===== src/rtl/atapi_seq_pkg.sv =====
package atapi_seq_pkg;
  typedef enum logic [2:0] {
    S_IDLE, S_PKT, S_HAND, S_EXEC, S_LOAD, S_XFER, S_FIN, S_DONE
  } seq_state_e;

  localparam logic [7:0] OP_PACKET = 8'hA0;
  localparam int ST_CHK  = 0;
  localparam int ST_DRQ  = 3;
  localparam int ST_DRDY = 6;
  localparam int ST_BSY  = 7;
  localparam logic [3:0] ERR_ABORT = 4'h4;
  localparam logic [7:0] IR_PACKET = 8'h01;
  localparam logic [7:0] IR_TO_HOST = 8'h02;
  localparam logic [7:0] IR_FROM_HOST = 8'h00;
  localparam logic [7:0] IR_COMPLETE = 8'h03;
endpackage


===== src/rtl/atapi_pkt_collect.sv =====
module atapi_pkt_collect #(
  parameter int WORDS = 6
) (
  input  logic                 clk,
  input  logic                 rst_n,
  input  logic                 clr,
  input  logic                 wr_en,
  input  logic [15:0]          wdata,
  output logic                 last,
  output logic [16*WORDS-1:0]  pkt
);
  localparam int CNTW = (WORDS > 1) ? $clog2(WORDS) : 1;

  logic [CNTW-1:0] cnt_q, cnt_d;
  logic            cnt_en;

  assign last   = (cnt_q == CNTW'(WORDS - 1));
  assign cnt_en = clr | wr_en;

  always_comb begin
    cnt_d = cnt_q;
    if (clr)        cnt_d = '0;
    else if (wr_en) cnt_d = last ? '0 : cnt_q + 1'b1;
  end

  always_ff @(posedge clk or negedge rst_n) begin
    if (!rst_n)      cnt_q <= '0;
    else if (cnt_en) cnt_q <= cnt_d;
  end

  for (genvar i = 0; i < WORDS; i++) begin : g_word
    logic [15:0] word_q;
    logic        word_en;
    assign word_en = wr_en && (cnt_q == CNTW'(i));
    always_ff @(posedge clk or negedge rst_n) begin
      if (!rst_n)       word_q <= '0;
      else if (word_en) word_q <= wdata;
    end
    assign pkt[16*i +: 16] = word_q;
  end
endmodule


===== src/rtl/atapi_chunk_calc.sv =====
module atapi_chunk_calc #(
  parameter int LEN_W     = 20,
  parameter int CHUNK_MAX = 32768,
  parameter int CNT_W     = 16
) (
  input  logic [LEN_W-1:0] remaining,
  input  logic [15:0]      limit,
  output logic [CNT_W-1:0] chunk
);
  localparam int CW = (LEN_W > 17) ? LEN_W : 17;

  logic [CW-1:0] r, l, cap, m1, m2;

  always_comb begin
    r   = CW'(remaining);
    l   = (limit == 16'hFFFF) ? CW'(16'hFFFE) : CW'(limit);
    cap = CW'(CHUNK_MAX);
    m1  = (r < l) ? r : l;
    m2  = (m1 < cap) ? m1 : cap;
    m2[0] = 1'b0;
    if (m2 == '0) m2 = CW'(2);
    chunk = CNT_W'(m2);
  end
endmodule


===== src/rtl/atapi_xfer_ctr.sv =====
module atapi_xfer_ctr #(
  parameter int LEN_W = 20,
  parameter int CNT_W = 16
) (
  input  logic             clk,
  input  logic             rst_n,
  input  logic             load,
  input  logic [LEN_W-1:0] load_len,
  input  logic             step,
  input  logic [CNT_W-1:0] chunk,
  output logic             chunk_last,
  output logic [LEN_W-1:0] rem_after,
  output logic [LEN_W-1:0] addr
);
  logic [LEN_W-1:0] rem_q, rem_d, base_q, base_d;
  logic [CNT_W-1:0] off_q, off_d;
  logic             en;

  assign chunk_last = ({1'b0, off_q} + (CNT_W+1)'(2)) == {1'b0, chunk};
  assign rem_after  = rem_q - LEN_W'(chunk);
  assign addr       = base_q + LEN_W'(off_q);
  assign en         = load | step;

  always_comb begin
    rem_d  = rem_q;
    base_d = base_q;
    off_d  = off_q;
    if (load) begin
      rem_d  = load_len;
      base_d = '0;
      off_d  = '0;
    end else if (step) begin
      if (chunk_last) begin
        rem_d  = rem_after;
        base_d = base_q + LEN_W'(chunk);
        off_d  = '0;
      end else begin
        off_d  = off_q + CNT_W'(2);
      end
    end
  end

  always_ff @(posedge clk or negedge rst_n) begin
    if (!rst_n) begin
      rem_q  <= '0;
      base_q <= '0;
      off_q  <= '0;
    end else if (en) begin
      rem_q  <= rem_d;
      base_q <= base_d;
      off_q  <= off_d;
    end
  end
endmodule


===== src/rtl/atapi_packet_seq.sv =====
module atapi_packet_seq
  import atapi_seq_pkg::*;
#(
  parameter int LEN_W     = 20,
  parameter int CHUNK_MAX = 32768,
  parameter int PKT_WORDS = 6
) (
  input  logic                   clk,
  input  logic                   rst_n,
  input  logic                   cmd_we,
  input  logic [7:0]             cmd_code,
  input  logic [7:0]             bcnt_lo_in,
  input  logic [7:0]             bcnt_hi_in,
  input  logic                   stat_rd,
  input  logic                   host_rd,
  input  logic                   host_wr,
  input  logic [15:0]            host_wdata,
  output logic [15:0]            host_rdata,
  output logic [7:0]             status,
  output logic [7:0]             error,
  output logic [7:0]             ireason,
  output logic [7:0]             bcnt_lo,
  output logic [7:0]             bcnt_hi,
  output logic                   irq,
  output logic                   pkt_valid,
  input  logic                   pkt_ready,
  output logic [16*PKT_WORDS-1:0] pkt_data,
  input  logic                   rsp_valid,
  output logic                   rsp_ready,
  input  logic [LEN_W-1:0]       rsp_len,
  input  logic                   rsp_to_dev,
  input  logic                   rsp_err,
  input  logic [3:0]             rsp_sense,
  output logic [LEN_W-1:0]       buf_addr,
  output logic                   buf_rd,
  output logic                   buf_wr,
  output logic [15:0]            buf_wdata,
  input  logic [15:0]            buf_rdata
);
  localparam int CNT_W = $clog2(CHUNK_MAX + 1);

  seq_state_e st_q, st_d;
  logic       to_dev_q, to_dev_d;
  logic       chk_q, chk_d;
  logic       irq_q, irq_d;
  logic [7:0] err_q, err_d;
  logic [7:0] ir_q, ir_d;
  logic [15:0] limit_q, limit_d;
  logic [15:0] bcnt_q, bcnt_d;
  logic [CNT_W-1:0] chunk_q, chunk_d, chunk_calc;
  logic       reg_en;

  logic cmd_go, pkt_wr, pkt_last, rsp_take, data_acc, chunk_last;
  logic [LEN_W-1:0] rem_after, xfer_addr, cur_rem;

  assign cmd_go   = cmd_we && (cmd_code == OP_PACKET) &&
                    ((st_q == S_IDLE) || (st_q == S_DONE));
  assign pkt_wr   = (st_q == S_PKT) && host_wr;
  assign rsp_take = (st_q == S_EXEC) && rsp_valid;
  assign data_acc = (st_q == S_XFER) && (to_dev_q ? host_wr : host_rd);

  atapi_pkt_collect #(.WORDS(PKT_WORDS)) u_collect (
    .clk   (clk),
    .rst_n (rst_n),
    .clr   (cmd_go),
    .wr_en (pkt_wr),
    .wdata (host_wdata),
    .last  (pkt_last),
    .pkt   (pkt_data)
  );

  atapi_xfer_ctr #(.LEN_W(LEN_W), .CNT_W(CNT_W)) u_ctr (
    .clk        (clk),
    .rst_n      (rst_n),
    .load       (rsp_take),
    .load_len   (rsp_len),
    .step       (data_acc),
    .chunk      (chunk_q),
    .chunk_last (chunk_last),
    .rem_after  (rem_after),
    .addr       (xfer_addr)
  );

  // remaining length seen by the chunk calculator is the counter state;
  // rem_after with a zero chunk reproduces it.
  assign cur_rem = rem_after + LEN_W'(chunk_q);

  atapi_chunk_calc #(.LEN_W(LEN_W), .CHUNK_MAX(CHUNK_MAX), .CNT_W(CNT_W)) u_calc (
    .remaining (cur_rem),
    .limit     (limit_q),
    .chunk     (chunk_calc)
  );

  // next state
  always_comb begin
    st_d = st_q;
    case (st_q)
      S_IDLE, S_DONE: if (cmd_go) st_d = S_PKT;
      S_PKT:  if (pkt_wr && pkt_last) st_d = S_HAND;
      S_HAND: if (pkt_ready) st_d = S_EXEC;
      S_EXEC: if (rsp_valid) st_d = (rsp_err || (rsp_len < LEN_W'(2))) ? S_FIN : S_LOAD;
      S_LOAD: st_d = S_XFER;
      S_XFER: if (data_acc && chunk_last) st_d = (rem_after < LEN_W'(2)) ? S_FIN : S_LOAD;
      S_FIN:  st_d = S_DONE;
      default: st_d = S_IDLE;
    endcase
  end

  // register next values
  always_comb begin
    to_dev_d = to_dev_q;
    chk_d    = chk_q;
    err_d    = err_q;
    ir_d     = ir_q;
    limit_d  = limit_q;
    bcnt_d   = bcnt_q;
    chunk_d  = chunk_q;
    irq_d    = irq_q;
    if (stat_rd) irq_d = 1'b0;
    if (cmd_go) begin
      ir_d    = IR_PACKET;
      err_d   = '0;
      chk_d   = 1'b0;
      irq_d   = 1'b0;
      limit_d = {bcnt_hi_in, bcnt_lo_in};
      bcnt_d  = {bcnt_hi_in, bcnt_lo_in};
      chunk_d = '0;
    end
    if (rsp_take) begin
      to_dev_d = rsp_to_dev;
      chunk_d  = '0;
      if (rsp_err) begin
        err_d = {rsp_sense, ERR_ABORT};
        chk_d = 1'b1;
      end
    end
    if (st_q == S_LOAD) begin
      chunk_d = chunk_calc;
      bcnt_d  = 16'(chunk_calc);
      ir_d    = to_dev_q ? IR_FROM_HOST : IR_TO_HOST;
      irq_d   = 1'b1;
    end
    if (st_q == S_FIN) begin
      ir_d  = IR_COMPLETE;
      irq_d = 1'b1;
    end
    if ((st_q == S_XFER) && data_acc && chunk_last) chunk_d = '0;
  end

  assign reg_en = 1'b1;

  always_ff @(posedge clk or negedge rst_n) begin
    if (!rst_n) begin
      st_q     <= S_IDLE;
      to_dev_q <= 1'b0;
      chk_q    <= 1'b0;
      err_q    <= '0;
      ir_q     <= '0;
      limit_q  <= '0;
      bcnt_q   <= '0;
      chunk_q  <= '0;
      irq_q    <= 1'b0;
    end else if (reg_en) begin
      st_q     <= st_d;
      to_dev_q <= to_dev_d;
      chk_q    <= chk_d;
      err_q    <= err_d;
      ir_q     <= ir_d;
      limit_q  <= limit_d;
      bcnt_q   <= bcnt_d;
      chunk_q  <= chunk_d;
      irq_q    <= irq_d;
    end
  end

  // outputs
  always_comb begin
    status = '0;
    status[ST_BSY]  = (st_q == S_HAND) || (st_q == S_EXEC) ||
                      (st_q == S_LOAD) || (st_q == S_FIN);
    status[ST_DRQ]  = (st_q == S_PKT) || (st_q == S_XFER);
    status[ST_DRDY] = (st_q == S_IDLE) || (st_q == S_DONE);
    status[ST_CHK]  = (st_q == S_DONE) && chk_q;
  end

  assign error      = err_q;
  assign ireason    = ir_q;
  assign bcnt_lo    = bcnt_q[7:0];
  assign bcnt_hi    = bcnt_q[15:8];
  assign irq        = irq_q;
  assign pkt_valid  = (st_q == S_HAND);
  assign rsp_ready  = (st_q == S_EXEC);
  assign buf_addr   = xfer_addr;
  assign buf_rd     = (st_q == S_XFER) && !to_dev_q && host_rd;
  assign buf_wr     = (st_q == S_XFER) && to_dev_q && host_wr;
  assign buf_wdata  = host_wdata;
  assign host_rdata = buf_rd ? buf_rdata : 16'h0000;
endmodule


===== config.mk =====
export PLATFORM = sky130hd
export DESIGN_NAME = atapi_packet_seq
export DESIGN_NICKNAME = d
export VERILOG_FILES = /design/src/rtl/atapi_seq_pkg.sv /design/src/rtl/atapi_pkt_collect.sv /design/src/rtl/atapi_chunk_calc.sv /design/src/rtl/atapi_xfer_ctr.sv /design/src/rtl/atapi_packet_seq.sv
export SDC_FILE = /design/constraint.sdc
export NUM_CORES = 1
export LEC_CHECK = 0
export CORE_ASPECT_RATIO = 1.1
export CORE_MARGIN = 3
export CORE_UTILIZATION = 51
export DETAILED_ROUTE_END_ITERATION = 8
export HOLD_SLACK_MARGIN = 0.03
export PLACE_DENSITY = 0.8
export SLEW_MARGIN = 10
export SYNTH_ARGS = -nofsm -noshare
export SYNTH_HDL_FRONTEND = slang
export SYNTH_SLANG_ARGS = --single-unit

===== constraint.sdc =====
create_clock -name clk -period 5.8 [get_ports clk]
set_input_delay 0.87 -clock clk [delete_from_list [all_inputs] [get_ports clk]]
set_output_delay 0.87 -clock clk [all_outputs]
set_load 0.1 [all_outputs]

==> results of run 1 <==
[metal layers]
layer / up-vias / routed length (um) / track usage, %
met5: - / 0 / 0
li1: 5377 / - / -
met2: 473 / 19600 / 46.9
met1: 5711 / 17800 / 42.3
met3: 99 / 3310 / 6.95
met4: 0 / 1810 / 10.9
[cell usage after synthesis (3+ instances only)]
master / count
nand2b_1: 16
a21o_1: 27
or4b_1: 5
buf_1: 3
and2_1: 23
fa_1: 3
o22ai_1: 18
a21boi_0: 13
nor2_1: 93
mux2_2: 98
nand3_1: 62
o2111ai_1: 4
buf_2: 10
a211oi_1: 7
or3_1: 13
xnor2_1: 48
nor3_1: 27
o21a_1: 14
o211a_1: 4
a31oi_1: 10
nand2_1: 116
a21oi_1: 59
nand4_1: 11
or4_1: 7
o31ai_1: 10
nor4_1: 10
o311ai_0: 5
o41ai_1: 4
inv_1: 66
o21ai_0: 76
nor2b_1: 15
clkbuf_1: 34
buf_4: 27
a2111oi_0: 4
mux2i_1: 7
dfrtp_1: 216
ha_1: 77
xor2_1: 21
nor3b_1: 8
o211ai_1: 16
or2_2: 4
o21bai_1: 3
and3_1: 16
[worst max path at each step]
stage	start	cells after the start	endpoint	slack [ps]
final	u_ctr.rem_q[1]$_DFFE_PN0P_	26	bcnt_q[5]$_DFFE_PN0P_	290
after floorplan	st_q[0]$_DFFE_PN0P_	5	host_rdata[10]	590
after detailed placement	chunk_q[2]$_DFFE_PN0P_	25	bcnt_q[14]$_DFFE_PN0P_	60
after global placement	chunk_q[6]$_DFFE_PN0P_	24	bcnt_q[4]$_DFFE_PN0P_	170
after global routing	chunk_q[4]$_DFFE_PN0P_	25	bcnt_q[5]$_DFFE_PN0P_	-50
after CTS	chunk_q[6]$_DFFE_PN0P_	24	bcnt_q[14]$_DFFE_PN0P_	2
[area by class of cell]
cell class                      count  area share, %
Tap cell                          341           2.47
Clock buffer                       30           3.85
Multi-Input combinational cell   1006           41.9
Inverter                           66           1.44
Sequential cell                   216           31.4
Timing Repair Buffer              316           17.7
Clock inverter                     16           1.21
[logic make-up (layout without fill, tap and decap cells)]
kind of cell | Yosys count | in the layout | share of synthesized area, %
adders and majority gates | 80 | 80 | 7.83
and+or+nand+nor | 442 | 442 | 17.2
AOI/OAI and AO/OA | 299 | 299 | 15.1
muxes | 105 | 105 | 8.97
buffers and inverters | 140 | 428 | 4.89
xor gates and xnor gates | 69 | 69 | 4.62
DFF | 216 | 216 | 41.3
other | 1 | 11 | 0.0287
[stage by stage]
stage / setup TNS (ps) / area (sq um) / worst slack (ps) / hold WS [ps] / cells
global route: -327 / 17200 / -49.4 / 494 / 1991
CTS: 0 / 17000 / 2.16 / 455 / 1982
global placement: 0 / 16100 / 172 / 453 / 1936
finish: 0 / 17200 / 286 / 396 / 1991
floorplan: 0 / 13100 / 589 / 439 / 1362
detailed placement: 0 / 16100 / 58.4 / 476 / 1936
[what timing repair did]
item | in CTS | in global routing
buffers inserted | 0 | 9
endpoints found under the setup margin | 0 | 30
resized for setup | 0 | 36
[flip-flops by register name, summed over array words and instances (netlist names)]
name / cells
bcnt_q: 16
chk_q: 1
chunk_q: 15
error: 8
ireason: 2
irq: 1
limit_q: 16
st_q: 3
to_dev_q: 1
u_collect.cnt_q: 3
u_collect.g_word.word_q: 96
u_ctr.base_q: 19
u_ctr.off_q: 15
u_ctr.rem_q: 20
[worst max-delay path, delay by kind of cell (launching register included)]
family,cells,cell delay (ps)
simple gates,4,1150
fa+ha+maj,4,1000
buf+inv,3,450
xor+xnor,1,170
flops,1,360
compound gates,14,2250
[cells in the final DEF, fill, tap and decap left out, types with 49 or more instances in the layout]
master and instances:
ha_1 72, inv_1 65, nor2_1 93, clkdlybuf4s50_1 263
buf_4 49, dfrtp_1 216, nand2_1 116, o21ai_0 73
nand3_1 62, mux2_2 98, a21oi_1 53
==> impl_metrics.csv, run 1 <==
group,metric,value,unit
cells_and_area,drive_gt1_share,14.7,%
job,cap_viol_max_count,0,
clocking,cts-root-buf,"clkbuf_16",
clocking,cts_tree,"yes",
cells_and_area,num-fill-cells,1888,
logic_synthesis,synth_area_leaders,"dfrtp_1 41%, mux2_2 8.4%, ha_1 7.4%",
sta,fmax,181,MHz
grt,grt_max_degree,126,
logic_synthesis,synth_top_area_share,41.3,%
clocking,cts_hold_buffers,0,
logic_synthesis,seq_area_frac_synth,41.3,%
cells_and_area,final_util,69.4,%
setup_path,rr_worst_depth,26,
floorplan,coreArea,24800,sq um
logic_synthesis,syn_inst,1352,
floorplan,rows,60,
routing,drt-wirelength-per-cell,21.4,um
grt,grt_pass1_wl,66600,um
logic_synthesis,syn_avg_cell_area,9.67,sq um
grt,antenna_found_initial,0,
routing,avgViaCountPerCell,5.86,
sta,worst_pin_slew,1130,ps
min_path,hp-class,"in -> async",
routing,wl,42600,um
grt,grt_pass1_vias,11645,
setup_path,crit_path_max_incr_delay,540,ps
sta,maxSlewHeadroom,24.8,%
setup_path,critPathKind,"reg -> reg",
clocking,cts_made_buffers,25,
clocking,clk_pin_slew_worst_paths,60,ps
setup_path,crit_arrival,5960,ps
clocking,clock_sinks,216,
cells_and_area,multi_input_area,7230,sq um
setup_path,crit_required,6250,ps
logic_synthesis,synth_top_flop_cell,"dfrtp_1",
logic_synthesis,synth_edf_count,0,
setup_path,cp-end-kind,"register",
grt,gr-usage-all-layers,30.5,%
floorplan,dieArea,27600,sq um
logic_synthesis,async_reset_ff_share,100,%
routing,drc,0,
logic_synthesis,yosysUniqueCellTypes,78,
logic_synthesis,yosysTopAreaCell,"dfrtp_1",
setup_path,timing.rr.start,"u_ctr.rem_q[1]$_DFFE_PN0P_",
place,io_buffers,271,
floorplan,num_io_pins,283,
cells_and_area,diodes,0,
sta,fin_skew,12.4,ps
sta,fin_crit,5510,ps
routing,num_vias,11660,
routing,antenna_left,0,
setup_path,crit_path_start_kind,"register",
cells_and_area,fin_nets,1801,
clocking,clkLatencyLatePin,540,ps
place,dp_hpwl,31400,um
floorplan,fp.dieH,174,um
sta,period_share,95.1,%
floorplan,fp.dieW,159,um
setup_path,path_max_fanout,10,
logic_synthesis,ys_ff_latch,216,
routing,first_pass_iters,5,
setup_path,worstReg2RegEnd,"bcnt_q[5]$_DFFE_PN0P_",
sta,hold_viol,0,
setup_path,crit_slowest_cell,"or4b_1",
routing,drt_iter0_markers,845,
logic_synthesis,yosysWarnings,0,
place,place_congestion,0.985,
cells_and_area,regArea,5410,sq um
setup_path,regToRegSetupSlack,290,ps
sta,setup_viol,0,
clocking,htree_levels,1,
clocking,max-clock-path-buffers,3,
sta,drv_slew,0,
run_status,status,"complete, no violations",
floorplan,start_util,52.6,%
cells_and_area,area_delta_synth_final,31.8,%
grt,grt_overflow_total,0,
logic_synthesis,syn_area,13100,sq um
Power of run 1 is left out: the tool's default activity adds up to more than one toggle a clock period on the data nets, which glitch-free logic cannot reach.
==> run 2, diff against run 1 <==
CAP_MARGIN = 20   (was unset)
CORE_UTILIZATION = 42   (was 51)
PLACE_DENSITY = 0.68   (was 0.8)
==> impl_metrics.csv, run 2 (same netlist as run 1, synthesis figures left out) <==
group,metric,value,unit
run_status,status,"complete, no violations",
routing,num_vias,11429,
setup_path,crit_arrival,6000,ps
sta,fmax,179,MHz
cells_and_area,top_regs,"u_collect.g_word.word_q (96), u_ctr.rem_q (20), u_ctr.base_q (19)",
routing,avgViaCountPerCell,5.55,
cells_and_area,num-fill-cells,2696,
setup_path,crit_path_max_incr_delay,420,ps
sta,setup_tns,0,ps
clocking,cts_hold_buffers,0,
sta,period_share,96.4,%
cells_and_area,regArea,5410,sq um
clocking,cts_tree,"yes",
grt,grt_pass1_vias,11234,
floorplan,start_util,42.7,%
cells_and_area,drive_gt1_share,13.7,%
grt,grt_overflow_total,0,
clocking,max-clock-path-buffers,3,
clocking,clk_pin_slew_worst_paths,60,ps
floorplan,num_io_pins,283,
floorplan,fp.dieW,174,um
setup_path,crit_family,"compound AO/OA/AOI/OAI gates",
setup_path,crit_path_start_kind,"register",
clocking,cts-root-buf,"clkbuf_16",
grt,grt_pass1_wl,64500,um
cells_and_area,area_delta_synth_final,31.2,%
sta,drv_slew,0,
setup_path,critPathKind,"reg -> reg",
cells_and_area,final_common_cell,"clkdlybuf4s50_1",
grt,grt_max_degree,119,
sta,fin_crit,5590,ps
routing,drt-wirelength-per-cell,20.4,um
place,place_congestion,0.956,
place,dp_slack,-80.3,ps
setup_path,crit_slowest_cell,"dfrtp_2",
sta,maxSlewHeadroom,28.2,%
job,cap_viol_max_count,0,
sta,fin_skew,8.58,ps
floorplan,fp.dieH,191,um
floorplan,rows,67,
floorplan,coreArea,30600,sq um
setup_path,crit_buf_inv,2,
cells_and_area,diodes,0,
sta,worst_pin_slew,1070,ps
sta,hold_viol,0,
sta,setup_viol,0,
grt,antenna_found_initial,1,
place,dp_hpwl,31700,um
routing,antenna_left,0,
setup_path,crit_required,6210,ps
floorplan,dieArea,33300,sq um
routing,wl,42000,um
sta,timing.final.ws_setup,208,ps
routing,first_pass_iters,5,
cells_and_area,regMostFlops,"u_collect.g_word.word_q",
cells_and_area,largest_reg_flops,96,
place,io_buffers,271,
setup_path,cp-end-kind,"register",
grt,gr-usage-all-layers,24.3,%
cells_and_area,fin_nets,1798,
clocking,htree_levels,1,
cells_and_area,most-common-layout-cells,"263 x clkdlybuf4s50_1, 215 x dfrtp_1, 116 x nand2_1",
cells_and_area,multi_input_area,7180,sq um
clocking,clkLatencyLatePin,520,ps
setup_path,path_max_fanout,6,
routing,drc,0,
min_path,hp-class,"in -> async",
clocking,cts_made_buffers,25,
clocking,clock_sinks,216,
routing,drt_iter0_markers,933,
==> run 2: changes by cell type in the layout (fill, tap and decap cells not counted), sizes merged <==
cell and delta:
clkinv -1, clkbuf +3, clkinvlp +1, buf -4, o2111ai +1, bufinv -2, inv -2
==> run 2: path summary, 6_finish.rpt <==
kind / start / to / slack, ps / depth (start not counted)
worst max-delay path: chunk_q[7]$_DFFE_PN0P_ / bcnt_q[10]$_DFFE_PN0P_ / 210 / 25
worst min-delay path: rst_n / limit_q[13]$_DFFE_PN0P_ / 370 / 1
worst max register to register: chunk_q[7]$_DFFE_PN0P_ / bcnt_q[10]$_DFFE_PN0P_ / 210 / 25
worst min register to register: chk_q$_DFF_PN0_ / chk_q$_DFF_PN0_ / 480 / 2
max in group asynchronous: rst_n / to_dev_q$_DFFE_PN0P_ / 4090 / 2
min in group clk: chk_q$_DFF_PN0_ / chk_q$_DFF_PN0_ / 480 / 2
==> run 2: layout make-up <==
type                       count  share of cell area (%)
multi-input combinational   1007                    41.8
sequential                   216                    31.5
timing repair buffer         312                    17.5
clock buffer                  33                    4.00
tap                          414                    3.02
inverter                      66                    1.44
clock inverter                12                   0.693
==> run 2: worst register-to-register path: stages, from the launching register on <==
cell and delay [ps]:
dfrtp_2 420, inv_1 70, ha_2 390, o211ai_1 100
nor3_1 340, o21ai_4 140, a21oi_2 250, a21o_1 160
a21oi_1 70, xnor2_1 260, ha_1 330, a21o_1 220
or3_1 310, a21oi_1 200, nor2_1 70, nor2_1 90
nor2_1 80, ha_1 240, a211oi_1 220, o21ai_0 150
a21oi_1 200, a2bb2oi_2 220, buf_4 160, o2111ai_4 150
mux2_2 340, or2_2 300
==> run 2: through the flow <==
stage / area (sq um) / utilization, % / hold slack (ps) / instances
after floorplan: 13100 / - / 439 / 1362
after global placement: 16200 / 53.1 / 456 / 2011
after detailed placement: 16200 / 53.1 / 465 / 2011
after CTS: 17100 / 55.8 / 440 / 2057
after global routing: 17200 / 56.1 / 455 / 2060
final: 17200 / 56.1 / 367 / 2060
==> run 2: layer usage <==
| layer | GRT usage (%) | part of all wire [%] |
|---|---|---|
| met1 | 33.8 | 44 |
| met3 | 5.34 | 7.8 |
| met2 | 39.1 | 46 |
| met5 | 0 | 0 |
| met4 | 5.17 | 2.1 |
==> run 2: repair_timing <==
action / 4_1_cts / 5_1_grt
resized for setup: 1 / 20
endpoints found under the setup margin: 19 / 30
cloned: 0 / 1
pin swaps: 1 / 4
buffers inserted: 1 / 2
Power of run 2 is left out for the same reason.
==> run 3, diff against run 2 <==
CORE_UTILIZATION = 40   (was 42)
PLACE_DENSITY = 0.65   (was 0.68)
==> impl_metrics.csv, run 3 (same netlist as run 1, synthesis figures left out) <==
group,metric,value,unit
run_status,status,"complete, no violations",
floorplan,rows,68,
grt,grt_pass1_wl,65700,um
clocking,max-clock-path-buffers,3,
floorplan,fp.dieW,178,um
job,cap_viol_max_count,0,
sta,fin_crit,5540,ps
clocking,clkLatencyLatePin,540,ps
cells_and_area,final_common_cell,"clkdlybuf4s50_1",
clocking,clk_pin_slew_worst_paths,70,ps
setup_path,path_max_fanout,9,
grt,antenna_found_initial,0,
cells_and_area,num-fill-cells,2859,
routing,first_pass_iters,5,
routing,wl,42500,um
cells_and_area,most-common-layout-cells,"263 x clkdlybuf4s50_1, 215 x dfrtp_1, 116 x nand2_1",
floorplan,num_io_pins,283,
routing,num_vias,11350,
sta,hold_viol,0,
cells_and_area,multi_input_area,7210,sq um
sta,fmax,180,MHz
routing,antenna_left,0,
place,io_buffers,271,
sta,worst_pin_slew,1100,ps
floorplan,start_util,41.1,%
clocking,cts_hold_buffers,0,
sta,setup_viol,0,
cells_and_area,drive_gt1_share,14.3,%
routing,drt-wirelength-per-cell,20.6,um
clocking,cts-root-buf,"clkbuf_16",
setup_path,cp-end-kind,"register",
sta,fin_skew,13.4,ps
cells_and_area,regMostFlops,"u_collect.g_word.word_q",
sta,period_share,95.6,%
clocking,cts_made_buffers,26,
grt,grt_use_met1,33.5,%
cells_and_area,top_regs,"u_collect.g_word.word_q (96), u_ctr.rem_q (20), u_ctr.base_q (19)",
setup_path,critPathKind,"reg -> reg",
sta,maxSlewHeadroom,26.4,%
clocking,cts_tree,"yes",
sta,drv_slew,0,
min_path,hp-class,"in -> async",
clocking,htree_levels,1,
grt,grtUsageMet3,5.37,%
routing,drt_iter0_markers,865,
cells_and_area,largest_reg_flops,96,
cells_and_area,fin_nets,1792,
setup_path,crit_arrival,6000,ps
clocking,clock_sinks,216,
grt,grt_max_degree,172,
grt,grt_busiest_layer,"met2",
setup_path,crit_path_start_kind,"register",
setup_path,crit_required,6250,ps
place,dp_hpwl,31800,um
cells_and_area,diodes,0,
grt,grt_overflow_total,0,
floorplan,fp.dieH,196,um
grt,grt_pass1_vias,11283,
floorplan,coreArea,31800,sq um
grt,gr-usage-all-layers,23.8,%
cells_and_area,area_delta_synth_final,31.9,%
routing,avgViaCountPerCell,5.51,
sta,whs,216,ps
cells_and_area,regArea,5410,sq um
grt,met2_usage,37.4,%
place,place_congestion,0.914,
floorplan,dieArea,34900,sq um
routing,drc,0,
-- run 3: cell types whose count changed in the layout (fill, tap and decap cells not counted), moves of 2 or more --
cell | before | now
a21oi_1 | 58 | 53
a21oi_2 | 2 | 7
buf_4 | 48 | 38
buf_6 | 0 | 3
clkbuf_1 | 5 | 1
ha_1 | 75 | 73
nor3_1 | 27 | 25
nor3_2 | 1 | 3
nor3b_2 | 2 | 4
o2111ai_4 | 2 | 0
-- run 3: per-stage QoR --
step           cells  setup WS [ps]  utilization [%]  TNS, ps  area (sq um)
2_1_floorplan   1362            589                -        0         13100
3_3_place_gp    2011            250             51.0        0         16200
3_5_place_dp    2011           80.6             51.0        0         16200
4_1_cts         2056           28.9             53.7        0         17100
5_1_grt         2059          -7.66             54.2    -13.6         17200
6_report        2059            255             54.2        0         17200
-- run 3: what timing repair did --
item	CTS	global route
gates resized for setup	1	34
endpoints found under the hold margin	0	0
endpoints found under the setup margin	1	30
setup buffers	0	2
pin swaps	0	3
-- run 3: metal layers --
layer	routed length [um]	share of wire, %	up-vias
li1	-	-	5359
met1	18900	45	5550
met2	19400	46	382
met3	3130	7.4	59
met4	1080	2.5	0
met5	0	0	-
-- run 3: critical path: stages, from the launching register on --
cell	delay, ps
dfrtp_1	350
inv_1	60
ha_1	350
nor2b_2	200
o31ai_4	330
a21oi_2	110
o21a_1	190
or3_1	320
and2_1	220
ha_1	250
a211o_1	290
or4_1	460
o21ai_0	130
nor2_1	70
nor2_1	90
nor2_1	100
ha_1	250
a211oi_1	230
o21ai_1	120
a21oi_2	150
a2bb2oi_2	170
o2111ai_2	170
buf_6	180
or4b_1	540
o211ai_1	110
-- run 3: final cells by class --
type	count	share of cell area, %
multi-input cells	1006	41.8
flip-flops and latches	216	31.4
repair buffers	306	17.3
clock buffers	30	4.03
well taps	420	3.05
inverters	66	1.44
clock inverters	15	0.987
-- run 3: worst paths after layout --
path	startpoint	to	slack, ps	cells past startpoint
worst max-delay path	chunk_q[3]$_DFFE_PN0P_	bcnt_q[14]$_DFFE_PN0P_	260	24
worst min-delay path	rst_n	chunk_q[7]$_DFFE_PN0P_	220	1
worst max register to register	chunk_q[3]$_DFFE_PN0P_	bcnt_q[14]$_DFFE_PN0P_	260	24
worst min register to register	chk_q$_DFF_PN0_	chk_q$_DFF_PN0_	470	2
max in group asynchronous	rst_n	u_collect.g_word[3].word_q[8]$_DFFE_PN0P_	4290	2
min in group clk	chk_q$_DFF_PN0_	chk_q$_DFF_PN0_	470	2
Power of run 3 is left out for the same reason.
